`src/rtl/ecc_quanta_pkg.sv`:
```
package ecc_quanta_pkg;

  localparam int unsigned EQ_DATA_W = 32;

  function automatic int unsigned eq_ham_bits(input int unsigned dw);
    int unsigned r;
    r = 0;
    while ((1 << r) < dw + r + 1) r++;
    return r;
  endfunction

  localparam int unsigned EQ_HAM_W = eq_ham_bits(EQ_DATA_W);
  localparam int unsigned EQ_CHK_W = EQ_HAM_W + 1;
  localparam int unsigned EQ_QB    = EQ_DATA_W / 8;
  localparam int unsigned EQ_QLG   = $clog2(EQ_QB);
  localparam int unsigned EQ_BC_W  = EQ_QLG + 1;
  localparam int unsigned EQ_CW_LEN = EQ_DATA_W + EQ_HAM_W;

  // Codeword position of data bit idx: skip positions that are powers of two.
  function automatic int unsigned eq_data_pos(input int unsigned idx);
    int unsigned cnt;
    int unsigned res;
    cnt = 0;
    res = 0;
    for (int unsigned p = 1; p <= EQ_CW_LEN; p++) begin
      if ((p & (p - 1)) != 0) begin
        if (cnt == idx) res = p;
        cnt++;
      end
    end
    return res;
  endfunction

  function automatic logic [EQ_HAM_W-1:0] eq_syndrome(input logic [EQ_DATA_W-1:0] d);
    logic [EQ_HAM_W-1:0] s;
    s = '0;
    for (int unsigned i = 0; i < EQ_DATA_W; i++)
      if (d[i]) s = s ^ EQ_HAM_W'(eq_data_pos(i));
    return s;
  endfunction

  function automatic logic [EQ_CHK_W-1:0] eq_encode(input logic [EQ_DATA_W-1:0] d);
    logic [EQ_HAM_W-1:0] s;
    s = eq_syndrome(d);
    return {(^d) ^ (^s), s};
  endfunction

  // Byte lanes touched by a transfer of nb bytes starting at lane off.
  function automatic logic [EQ_QB-1:0] eq_lane_strobe(input logic [EQ_QLG-1:0] off,
                                                      input logic [EQ_BC_W-1:0] nb);
    logic [EQ_QB-1:0] st;
    for (int b = 0; b < int'(EQ_QB); b++)
      st[b] = (b >= int'(off)) && (b < int'(off) + int'(nb));
    return st;
  endfunction

endpackage

```
`src/rtl/eqc_window_check.sv`:
```
module eqc_window_check
  import ecc_quanta_pkg::*;
#(
  parameter int unsigned ADDR_W = 32
) (
  input  logic [ADDR_W-1:0]  addr,
  input  logic [EQ_BC_W-1:0] nbytes,
  input  logic [ADDR_W-1:0]  base,
  input  logic [ADDR_W-1:0]  limit,
  output logic               prot,
  output logic               viol,
  output logic [EQ_QB-1:0]   strobe
);
  logic win_on;
  logic misaligned;
  logic partial;

  assign win_on     = limit > base;
  assign prot       = win_on && (addr >= base) && (addr < limit);
  assign misaligned = addr[EQ_QLG-1:0] != '0;
  assign partial    = nbytes != EQ_BC_W'(EQ_QB);
  assign viol       = prot && (misaligned || partial);
  assign strobe     = eq_lane_strobe(addr[EQ_QLG-1:0], nbytes);
endmodule

```
`src/rtl/eqc_secded_dec.sv`:
```
module eqc_secded_dec
  import ecc_quanta_pkg::*;
(
  input  logic [EQ_DATA_W-1:0] data_in,
  input  logic [EQ_CHK_W-1:0]  chk_in,
  output logic [EQ_DATA_W-1:0] data_out,
  output logic                 single_err,
  output logic                 double_err
);
  logic [EQ_HAM_W-1:0] syn;
  logic                par;
  logic                hit;

  always_comb begin
    syn        = eq_syndrome(data_in) ^ chk_in[EQ_HAM_W-1:0];
    par        = ^{data_in, chk_in};
    data_out   = data_in;
    single_err = 1'b0;
    double_err = 1'b0;
    hit        = 1'b0;
    if (par) begin
      if ((syn & (syn - 1'b1)) == '0) begin
        single_err = 1'b1;          // overall or Hamming check bit flipped
      end else begin
        for (int unsigned i = 0; i < EQ_DATA_W; i++) begin
          if (EQ_HAM_W'(eq_data_pos(i)) == syn) begin
            data_out[i] = ~data_in[i];
            hit         = 1'b1;
          end
        end
        single_err = hit;
        double_err = !hit;
      end
    end else if (syn != '0) begin
      double_err = 1'b1;
    end
  end
endmodule

```
`src/rtl/eqc_irq_status.sv`:
```
module eqc_irq_status #(
  parameter int unsigned NSRC   = 3,
  parameter int unsigned ADDR_W = 32
) (
  input  logic                     clk,
  input  logic                     rst_n,
  input  logic [NSRC-1:0]          ev_set,
  input  logic [NSRC-1:0]          ev_clr,
  input  logic [NSRC*ADDR_W-1:0]   ev_addr,
  output logic [NSRC-1:0]          flags,
  output logic [NSRC*ADDR_W-1:0]   cap_addr
);
  for (genvar g = 0; g < NSRC; g++) begin : g_src
    always_ff @(posedge clk or negedge rst_n) begin
      if (!rst_n) begin
        flags[g]                        <= 1'b0;
        cap_addr[g*ADDR_W +: ADDR_W]    <= '0;
      end else begin
        flags[g] <= ev_set[g] | (flags[g] & ~ev_clr[g]);
        if (ev_set[g] && (!flags[g] || ev_clr[g]))
          cap_addr[g*ADDR_W +: ADDR_W] <= ev_addr[g*ADDR_W +: ADDR_W];
      end
    end

    assert_flag_sticky_R10: assert property (@(posedge clk) disable iff (!rst_n)
      (flags[g] && !ev_clr[g]) |=> flags[g]);
    assert_capture_hold_R10: assert property (@(posedge clk) disable iff (!rst_n)
      (flags[g] && !ev_clr[g]) |=> $stable(cap_addr[g*ADDR_W +: ADDR_W]));
  end
endmodule

```
`src/rtl/ecc_quanta_guard.sv`:
```
module ecc_quanta_guard
  import ecc_quanta_pkg::*;
#(
  parameter int unsigned ADDR_W = 32
) (
  input  logic                 clk,
  input  logic                 rst_n,
  input  logic [ADDR_W-1:0]    win_base,
  input  logic [ADDR_W-1:0]    win_limit,
  input  logic                 req_valid,
  output logic                 req_ready,
  input  logic                 req_write,
  input  logic [ADDR_W-1:0]    req_addr,
  input  logic [EQ_BC_W-1:0]   req_bytes,
  input  logic [EQ_DATA_W-1:0] req_wdata,
  output logic                 rsp_valid,
  output logic                 rsp_write,
  output logic                 rsp_err,
  output logic [EQ_DATA_W-1:0] rsp_rdata,
  output logic                 mem_wr_en,
  output logic                 mem_rd_en,
  output logic [ADDR_W-1:0]    mem_addr,
  output logic [EQ_DATA_W-1:0] mem_wdata,
  output logic [EQ_QB-1:0]     mem_wstrb,
  output logic [EQ_CHK_W-1:0]  mem_wchk,
  input  logic [EQ_DATA_W-1:0] mem_rdata,
  input  logic [EQ_CHK_W-1:0]  mem_rchk,
  input  logic [2:0]           irq_clr,
  output logic [2:0]           irq_flags,
  output logic [ADDR_W-1:0]    sbe_addr,
  output logic [ADDR_W-1:0]    dbe_addr,
  output logic [ADDR_W-1:0]    wviol_addr
);
  localparam int unsigned NSRC = 3;

  // Named internal events
  logic                 accept;
  logic                 wr_accept;
  logic                 prot;
  logic                 viol;
  logic [EQ_QB-1:0]     lane_strb;
  logic                 rd_pend;
  logic                 rd_prot;
  logic [ADDR_W-1:0]    rd_addr;
  logic [EQ_DATA_W-1:0] fixed_data;
  logic                 dec_single;
  logic                 dec_double;
  logic                 sbe_ev;
  logic                 dbe_ev;
  logic                 wviol_ev;
  logic [NSRC*ADDR_W-1:0] cap_bus;

  eqc_window_check #(.ADDR_W(ADDR_W)) u_win (
    .addr   (req_addr),
    .nbytes (req_bytes),
    .base   (win_base),
    .limit  (win_limit),
    .prot   (prot),
    .viol   (viol),
    .strobe (lane_strb)
  );

  assign req_ready = !rd_pend;
  assign accept    = req_valid && req_ready;
  assign wr_accept = accept && req_write;
  assign wviol_ev  = wr_accept && viol;

  // Memory command side: writes go straight out, never via a read.
  assign mem_wr_en = wr_accept && !viol;
  assign mem_rd_en = accept && !req_write;
  assign mem_addr  = {req_addr[ADDR_W-1:EQ_QLG], EQ_QLG'(0)};
  assign mem_wdata = req_wdata;
  assign mem_wstrb = lane_strb;
  assign mem_wchk  = eq_encode(req_wdata);

  always_ff @(posedge clk or negedge rst_n) begin
    if (!rst_n) begin
      rd_pend <= 1'b0;
      rd_prot <= 1'b0;
      rd_addr <= '0;
    end else begin
      rd_pend <= mem_rd_en;
      if (mem_rd_en) begin
        rd_prot <= prot;
        rd_addr <= req_addr;
      end
    end
  end

  eqc_secded_dec u_dec (
    .data_in    (mem_rdata),
    .chk_in     (mem_rchk),
    .data_out   (fixed_data),
    .single_err (dec_single),
    .double_err (dec_double)
  );

  assign sbe_ev = rd_pend && rd_prot && dec_single;
  assign dbe_ev = rd_pend && rd_prot && dec_double;

  always_ff @(posedge clk or negedge rst_n) begin
    if (!rst_n) begin
      rsp_valid <= 1'b0;
      rsp_write <= 1'b0;
      rsp_err   <= 1'b0;
      rsp_rdata <= '0;
    end else begin
      rsp_valid <= wr_accept || rd_pend;
      rsp_write <= wr_accept;
      rsp_err   <= rd_pend ? dbe_ev : wviol_ev;
      rsp_rdata <= rd_pend ? (rd_prot ? fixed_data : mem_rdata) : '0;
    end
  end

  eqc_irq_status #(.NSRC(NSRC), .ADDR_W(ADDR_W)) u_irq (
    .clk      (clk),
    .rst_n    (rst_n),
    .ev_set   ({wviol_ev, dbe_ev, sbe_ev}),
    .ev_clr   (irq_clr),
    .ev_addr  ({req_addr, rd_addr, rd_addr}),
    .flags    (irq_flags),
    .cap_addr (cap_bus)
  );

  assign sbe_addr   = cap_bus[0*ADDR_W +: ADDR_W];
  assign dbe_addr   = cap_bus[1*ADDR_W +: ADDR_W];
  assign wviol_addr = cap_bus[2*ADDR_W +: ADDR_W];

  assert_reject_no_write_R3: assert property (@(posedge clk) disable iff (!rst_n)
    (wr_accept && viol) |-> !mem_wr_en);
  assert_no_read_for_write_R4: assert property (@(posedge clk) disable iff (!rst_n)
    (req_valid && req_write) |-> !mem_rd_en);
  assert_no_writeback_R7: assert property (@(posedge clk) disable iff (!rst_n)
    rd_pend |-> !mem_wr_en);
  assert_full_strobe_R2: assert property (@(posedge clk) disable iff (!rst_n)
    (mem_wr_en && prot) |-> (&mem_wstrb));
  assert_open_no_viol_R5: assert property (@(posedge clk) disable iff (!rst_n)
    (req_valid && !prot) |-> !viol);
  assert_write_rsp_R11: assert property (@(posedge clk) disable iff (!rst_n)
    wr_accept |=> (rsp_valid && rsp_write));
  assert_read_stall_R11: assert property (@(posedge clk) disable iff (!rst_n)
    mem_rd_en |=> !req_ready);
  assert_unprot_read_clean_R9: assert property (@(posedge clk) disable iff (!rst_n)
    (rd_pend && !rd_prot) |=> !$rose(irq_flags[0]) && !$rose(irq_flags[1]));
endmodule

```
`config.mk`:
```
export PLATFORM = sky130hd
export DESIGN_NAME = ecc_quanta_guard
export DESIGN_NICKNAME = d
export VERILOG_FILES = /design/src/rtl/ecc_quanta_pkg.sv /design/src/rtl/eqc_window_check.sv /design/src/rtl/eqc_secded_dec.sv /design/src/rtl/eqc_irq_status.sv /design/src/rtl/ecc_quanta_guard.sv
export SDC_FILE = /design/constraint.sdc
export NUM_CORES = 1
export LEC_CHECK = 0
export CORE_MARGIN = 2
export CORE_UTILIZATION = 25
export DETAILED_ROUTE_END_ITERATION = 10
export PLACE_DENSITY = 0.62
export SETUP_SLACK_MARGIN = 0.3
export SLEW_MARGIN = 20
export SYNTH_ARGS = -nofsm -noshare
export SYNTH_HDL_FRONTEND = slang
export SYNTH_SLANG_ARGS = --single-unit
export TNS_END_PERCENT = 100
```
`constraint.sdc`:
```
create_clock -name clk -period 4.5 [get_ports clk]
set_input_delay 0.45 -clock clk [delete_from_list [all_inputs] [get_ports clk]]
set_output_delay 0.45 -clock clk [all_outputs]
set_load 0.03 [all_outputs]
```
; Yosys cells after proc, flatten, opt, wreduce, memory -nomap -nowiden
; Cells that the tools add are included.
[totals]
wordCells = 10413
in_bits = 177
latch_bits = 0
n_memories = 0
output_inout_bits = 212
regBits = 168
rom_bits = 0
mem_bits_rw = 0
[op_classes]
mux = 5288
n_bitwise = 106
n_reduce_logical = 128
n_addsub = 1952
div = 0
shifts = 0
n_eq_ne = 2916
multipliers = 0
order_cmp = 10
[op_table]
columns = op, count
row1 = $mux 32, 2050
row2 = $add 32x1->32 const B, 1950
row3 = $eq 32x5->1 const B, 1488
row4 = $eq 32x4->1 const B, 744
row5 = $eq 32x3->1 const B, 372
row6 = $mux 6, 1534
row7 = $eq 32x2->1 const B, 186
row8 = $mux 5, 960
row9 = $eq 32x1->1 const B, 93
row10 = $logic_not 32->1, 93
row11 = $mux 4, 448
row12 = $mux 3, 224
row13 = $xor 6x6->6, 63
row14 = $eq 6x6->1, 32
row15 = $mux 1, 72
row16 = $lt 3x32->1 const A, 2
row17 = $reduce_xor 39->1, 1
row18 = $not 1->1, 35
row19 = $ge 32x32->1, 1
row20 = $gt 32x32->1, 1
row21 = $lt 1x32->1 const A, 1
row22 = $lt 2x32->1 const A, 1
row23 = $lt 32x32->1, 1
row24 = $reduce_xor 32->1, 1
row25 = 16 further kinds, 47

; Longest topological paths before layout
[logic_depth]
depth_word = 266
mapped_depth = 13
mapped_depth_nobuf = 12

; Modules after synthesis
; A second synthesis with hierarchy kept.
[hier_totals]
hier_cells = 1002
area_unflattened_um2 = 11647.4
[modules_own_cells]
columns = module, instances, area_per_inst_um2, seq_area_each_um2, cells_each
row1 = eqc_irq_status, 1, 4146.5, 2477.4, 213
row2 = ecc_quanta_guard, 1, 3716.1, 1726.7, 305
row3 = eqc_window_check, 1, 2353.5, 0.0, 321
row4 = eqc_secded_dec, 1, 1431.4, 0.0, 163

; Worst setup path after synthesis
; No wires, ideal clock.
[synth_timing]
kind = input -> register
startpoint = input port win_base[29]
endpoint = register u_irq.cap_addr[64]
required_time_ns = 4.375
arrival_ns = 3.660
stages = 13
n_path_buf = 1
setup_ns = 0.125
setup_slack_ns = 0.715
path_cell_list = inv_1 > ha_1 > nand4_1 > or3_1 > or3_1 > or4_1 > nor2_1 > o21ai_0 > o31ai_1 > o311ai_1 > a2111oi_4 > buf_2 > mux2_2
[synth_via]
elab_chain_cells = 6
word_cells_on_any_way = 7
cone_classes = order compare: 2 / reduce/logical: 5
[synth_rtl]
columns = item, line
row1 = "start, declared", ecc_quanta_guard.sv:8  ; input logic [ADDR_W-1:0] win_base,
row2 = $gt 32x32->1 / $ge 32x32->1 (equally long branches), n/a
row3 = $logic_and 1x1->1 (*) (5 in a row), n/a
row4 = "end signal, assigned by index", eqc_irq_status.sv:21  ; cap_addr[g*ADDR_W +: ADDR_W] <= ev_addr[g*ADDR_W +: ADDR_W];
row5 = "end, declared", eqc_irq_status.sv:11  ; output logic [NSRC*ADDR_W-1:0] cap_addr
; Mark *: on every way between the ends. The rest lies on a longest branch, timed or not.
; A chain may end at the register's enable or synchronous reset.

; Worst setup path after layout
[layout_timing]
startpoint = input port win_base[28]
endpoint = output port mem_wr_en
[layout_via]
elab_chain_cells = 6
word_cells_on_any_way = 7
cone_classes = order compare: 2 / reduce/logical: 5
[layout_rtl]
columns = item, line
row1 = $gt 32x32->1 / $ge 32x32->1 (equally long branches), n/a
row2 = $logic_and 1x1->1 (*) (3 in a row), n/a
row3 = $logic_not 1->1 (*), n/a
row4 = $logic_and 1x1->1 (*), n/a
row5 = "end, declared", ecc_quanta_guard.sv:20  ; output logic mem_wr_en,
; Marks and branches as above.

==> flow_metrics.tcl <==
set metrics [dict create \
    status "complete, no violations" \
    tightest_slew_ps 872 \
    worstSetupPathType "in -> out" \
    syn_inst 961 \
    ys_types 56 \
    area_delta_synth_final_pct 50.8 \
    swShare_pct 38.9 \
    cts_num_sinks 168 \
    die-width_um 212 \
    fin_skew_ps 8.40 \
    yosysWarnings 0 \
    min_path_type "in -> async" \
    period_share_pct 90.5 \
    clk_latency_ps 440 \
    htree_levels 4 \
    antenna_found_initial 0 \
    cellLeakagePower_nw 7.49 \
    root_buffer "clkbuf_16" \
    die_area_mm2 0.0449 \
    avgSynthCellArea_um2 11.3 \
    crit_path_cell_trace "dlygate4sd2_1 -> inv_2 -> ha_1 -> nand4_1 -> or3_4 -> or3_4 -> or4_4 -> nor2_4 -> o21ai_2 -> o31ai_2 -> o311ai_2 -> or2_4 -> o21a_1 -> buf_6" \
    layout-drive-gt1-share_pct 19.6 \
    pwr_density_cell_mw_per_mm2 461 \
    r2r_slack_ps 2350 \
    start_util_pct 25.2 \
    antenna_cells 0 \
    drtAntennaViolNets 0 \
    seqPwrFrac_pct 28.4 \
    path_buf_inv 3 \
    synth-main-ff-cell "dfrtp_1" \
    hold_viol_final 0 \
    slew_viol_final 0 \
    async_reset_ff_share_pct 100 \
    grt_pass1_vias 8772 \
    critPathMaxFanout 2 \
    cp-start-kind "primary input" \
    ys_ff_latch 168 \
    path_clk_slew_ps 60 \
    gp_congestion 0.864 \
    end_kind "output port" \
    grt-ovfl-total 0 \
    comb_power_share_pct 49.8 \
    required_ps 4050 \
    die_h_um 212 \
    critPathSlowestCell "or4_4" \
    vdd_drop_max_v 0.000324 \
    drc 0 \
    core_area_mm2 0.0429 \
    intPower_mw 4.59 \
    port_buffers 386 \
    crit_family "simple AND/OR/NAND/NOR gates" \
    numCtsBuffers 17 \
    netlist_area_mm2 0.0108 \
    yosysTopAreaCellShare_pct 38.9 \
    hold_buffers 0 \
    dpl.hpwl_um 28900 \
    num_vias 8335 \
    synth_edf_count 0 \
    cp_common_cell "or3_4" \
    max_cap_viol_count 0 \
    io_pins 389 \
    cts_buffer_depth 2 \
    ys_seq_area_share_pct 38.9 \
    detail_route.vias_per_cell 4.26 \
    slew_headroom_pct 41.8 \
    drt_iter0_drc 359 \
    slowest_delay_ps 570 \
    rsz0062_at_grt "no" \
    fin_util_pct 38.0 \
    grt_max_degree 106 \
    placementRows 76 \
    firstDrtPassIters 4 \
    synth_top_cell_by_area "dfrtp_1" \
    wirelength_um 35600 \
    power.switching_mw 2.93 \
    final.min_clock_period_ps 4070 \
    ys_top_cells_by_area "dfrtp_1, mux2_2, ha_1, xnor2_1, buf_4" \
    fmax_mhz 246 \
    wl_per_cell_um 18.2 \
    arrival_ps 3620 \
    grt.total_usage_pct 15.8 \
    grt_pass1_wl_um 52900 \
    cts_tree "done" \
    setup-violations-final 0 \
    p_clk_share_pct 21.8 \
    fin_nets 1632 \
    hold-worst-slack_ps 100 \
]
-- cells in the mapped netlist, types with 9 or more instances --
| master | count |
|---|---|
| xnor3_1 | 16 |
| xnor2_1 | 89 |
| nand2b_1 | 9 |
| a21oi_1 | 26 |
| xor2_1 | 46 |
| buf_2 | 10 |
| mux2_2 | 124 |
| inv_1 | 71 |
| nand2_1 | 47 |
| buf_4 | 64 |
| nor2_1 | 46 |
| ha_1 | 97 |
| nand4_1 | 15 |
| a21o_1 | 34 |
| dfrtp_1 | 168 |
-- stage by stage --
stage                     instance area, um^2  instances  setup TNS, ps  setup slack [ps]  power [mW]
after floorplan                         10800        962              0               715        4.33
after global placement                  15400       1919          -5550              -531        5.86
after detailed placement                15400       1919          -6860              -556        5.90
after CTS                               16100       1952              0               300        7.61
after global routing                    16300       1955              0               308        7.93
final                                   16300       1955              0               430        7.52
-- metal layers --
layer  vias up  track usage (%)  part of all wire, %
met2       241             26.5                   48
li1       4034                -                    -
met3        28             3.84                  6.0
met1      4032             20.1                   44
met5         -                0                    0
met4         0             4.47                  1.5
-- worst reg2reg max path, stage by stage (launching register included) --
cell and delay, ps:
dfrtp_1 370, inv_1 60, or4b_1 630, buf_4 200, nor3_4 360, nand2_1 140, xnor2_1 140, and2_1 150
-- sequential cells by signal, summed over array words and instances, names as in the netlist --
| register | cells |
|---|---|
| rsp_err | 1 |
| rsp_valid | 1 |
| rsp_rdata | 32 |
| u_irq.cap_addr | 96 |
| rd_addr | 32 |
| rsp_write | 1 |
| rd_prot | 1 |
| u_irq.flags | 3 |
| rd_pend | 1 |
-- logic make-up after synthesis --
family / Yosys count / synth area share (%)
adders and majority gates: 99 / 11.5
xor gates and xnor gates: 155 / 15.0
other: 1 / 0.0347
and+or+nand+nor: 162 / 7.29
DFF: 168 / 38.9
muxes: 129 / 13.4
buffers and inverters: 153 / 7.65
AOI/OAI and AO/OA: 94 / 6.21
-- placed cells by master (no fill, tap or decap), types with 45 or more instances in the layout --
cell type        count
xnor2_1             89
buf_4               68
dfrtp_1            168
xor2_1              46
mux2_2             124
inv_1               60
clkdlybuf4s50_1    362
nor2_1              45
ha_1                88
nand2_1             47
-- power by group through the flow --
stage | clock (mW) | combinational [mW] | sequential [mW]
floorplan | 0 | 1.53 | 2.80
global placement | 0 | 3.71 | 2.15
detailed placement | 0 | 3.74 | 2.16
CTS | 1.70 | 3.76 | 2.14
global route | 1.76 | 3.98 | 2.19
finish | 1.64 | 3.74 | 2.13
-- worst paths after layout --
check,from,endpoint,cells after the start
max,win_base[28],mem_wr_en,14
min,rst_n,u_irq.cap_addr[55],1
max reg2reg,rd_prot,rsp_rdata[5],7
min reg2reg,u_irq.cap_addr[89],u_irq.cap_addr[89],1
max in group asynchronous,rst_n,u_irq.cap_addr[83],2
min in group clk,u_irq.cap_addr[89],u_irq.cap_addr[89],1
-- final cells by class --
type / instances / area, um^2
Fill cell: 4177 / 26600
Multi-Input combinational cell: 641 / 5960
Timing Repair Buffer: 457 / 4490
Sequential cell: 168 / 4200
Tap cell: 585 / 732
Clock buffer: 20 / 457
Inverter: 72 / 270
Clock inverter: 12 / 190
-- repair_timing --
action                                 CTS  global route
endpoints found under the hold margin    0             0
pin swaps                               14            17
setup endpoints to repair               33             1
setup buffers                            1             3
gates resized for setup                 19            41
No activity file was read; power rests on OpenSTA's default activity.
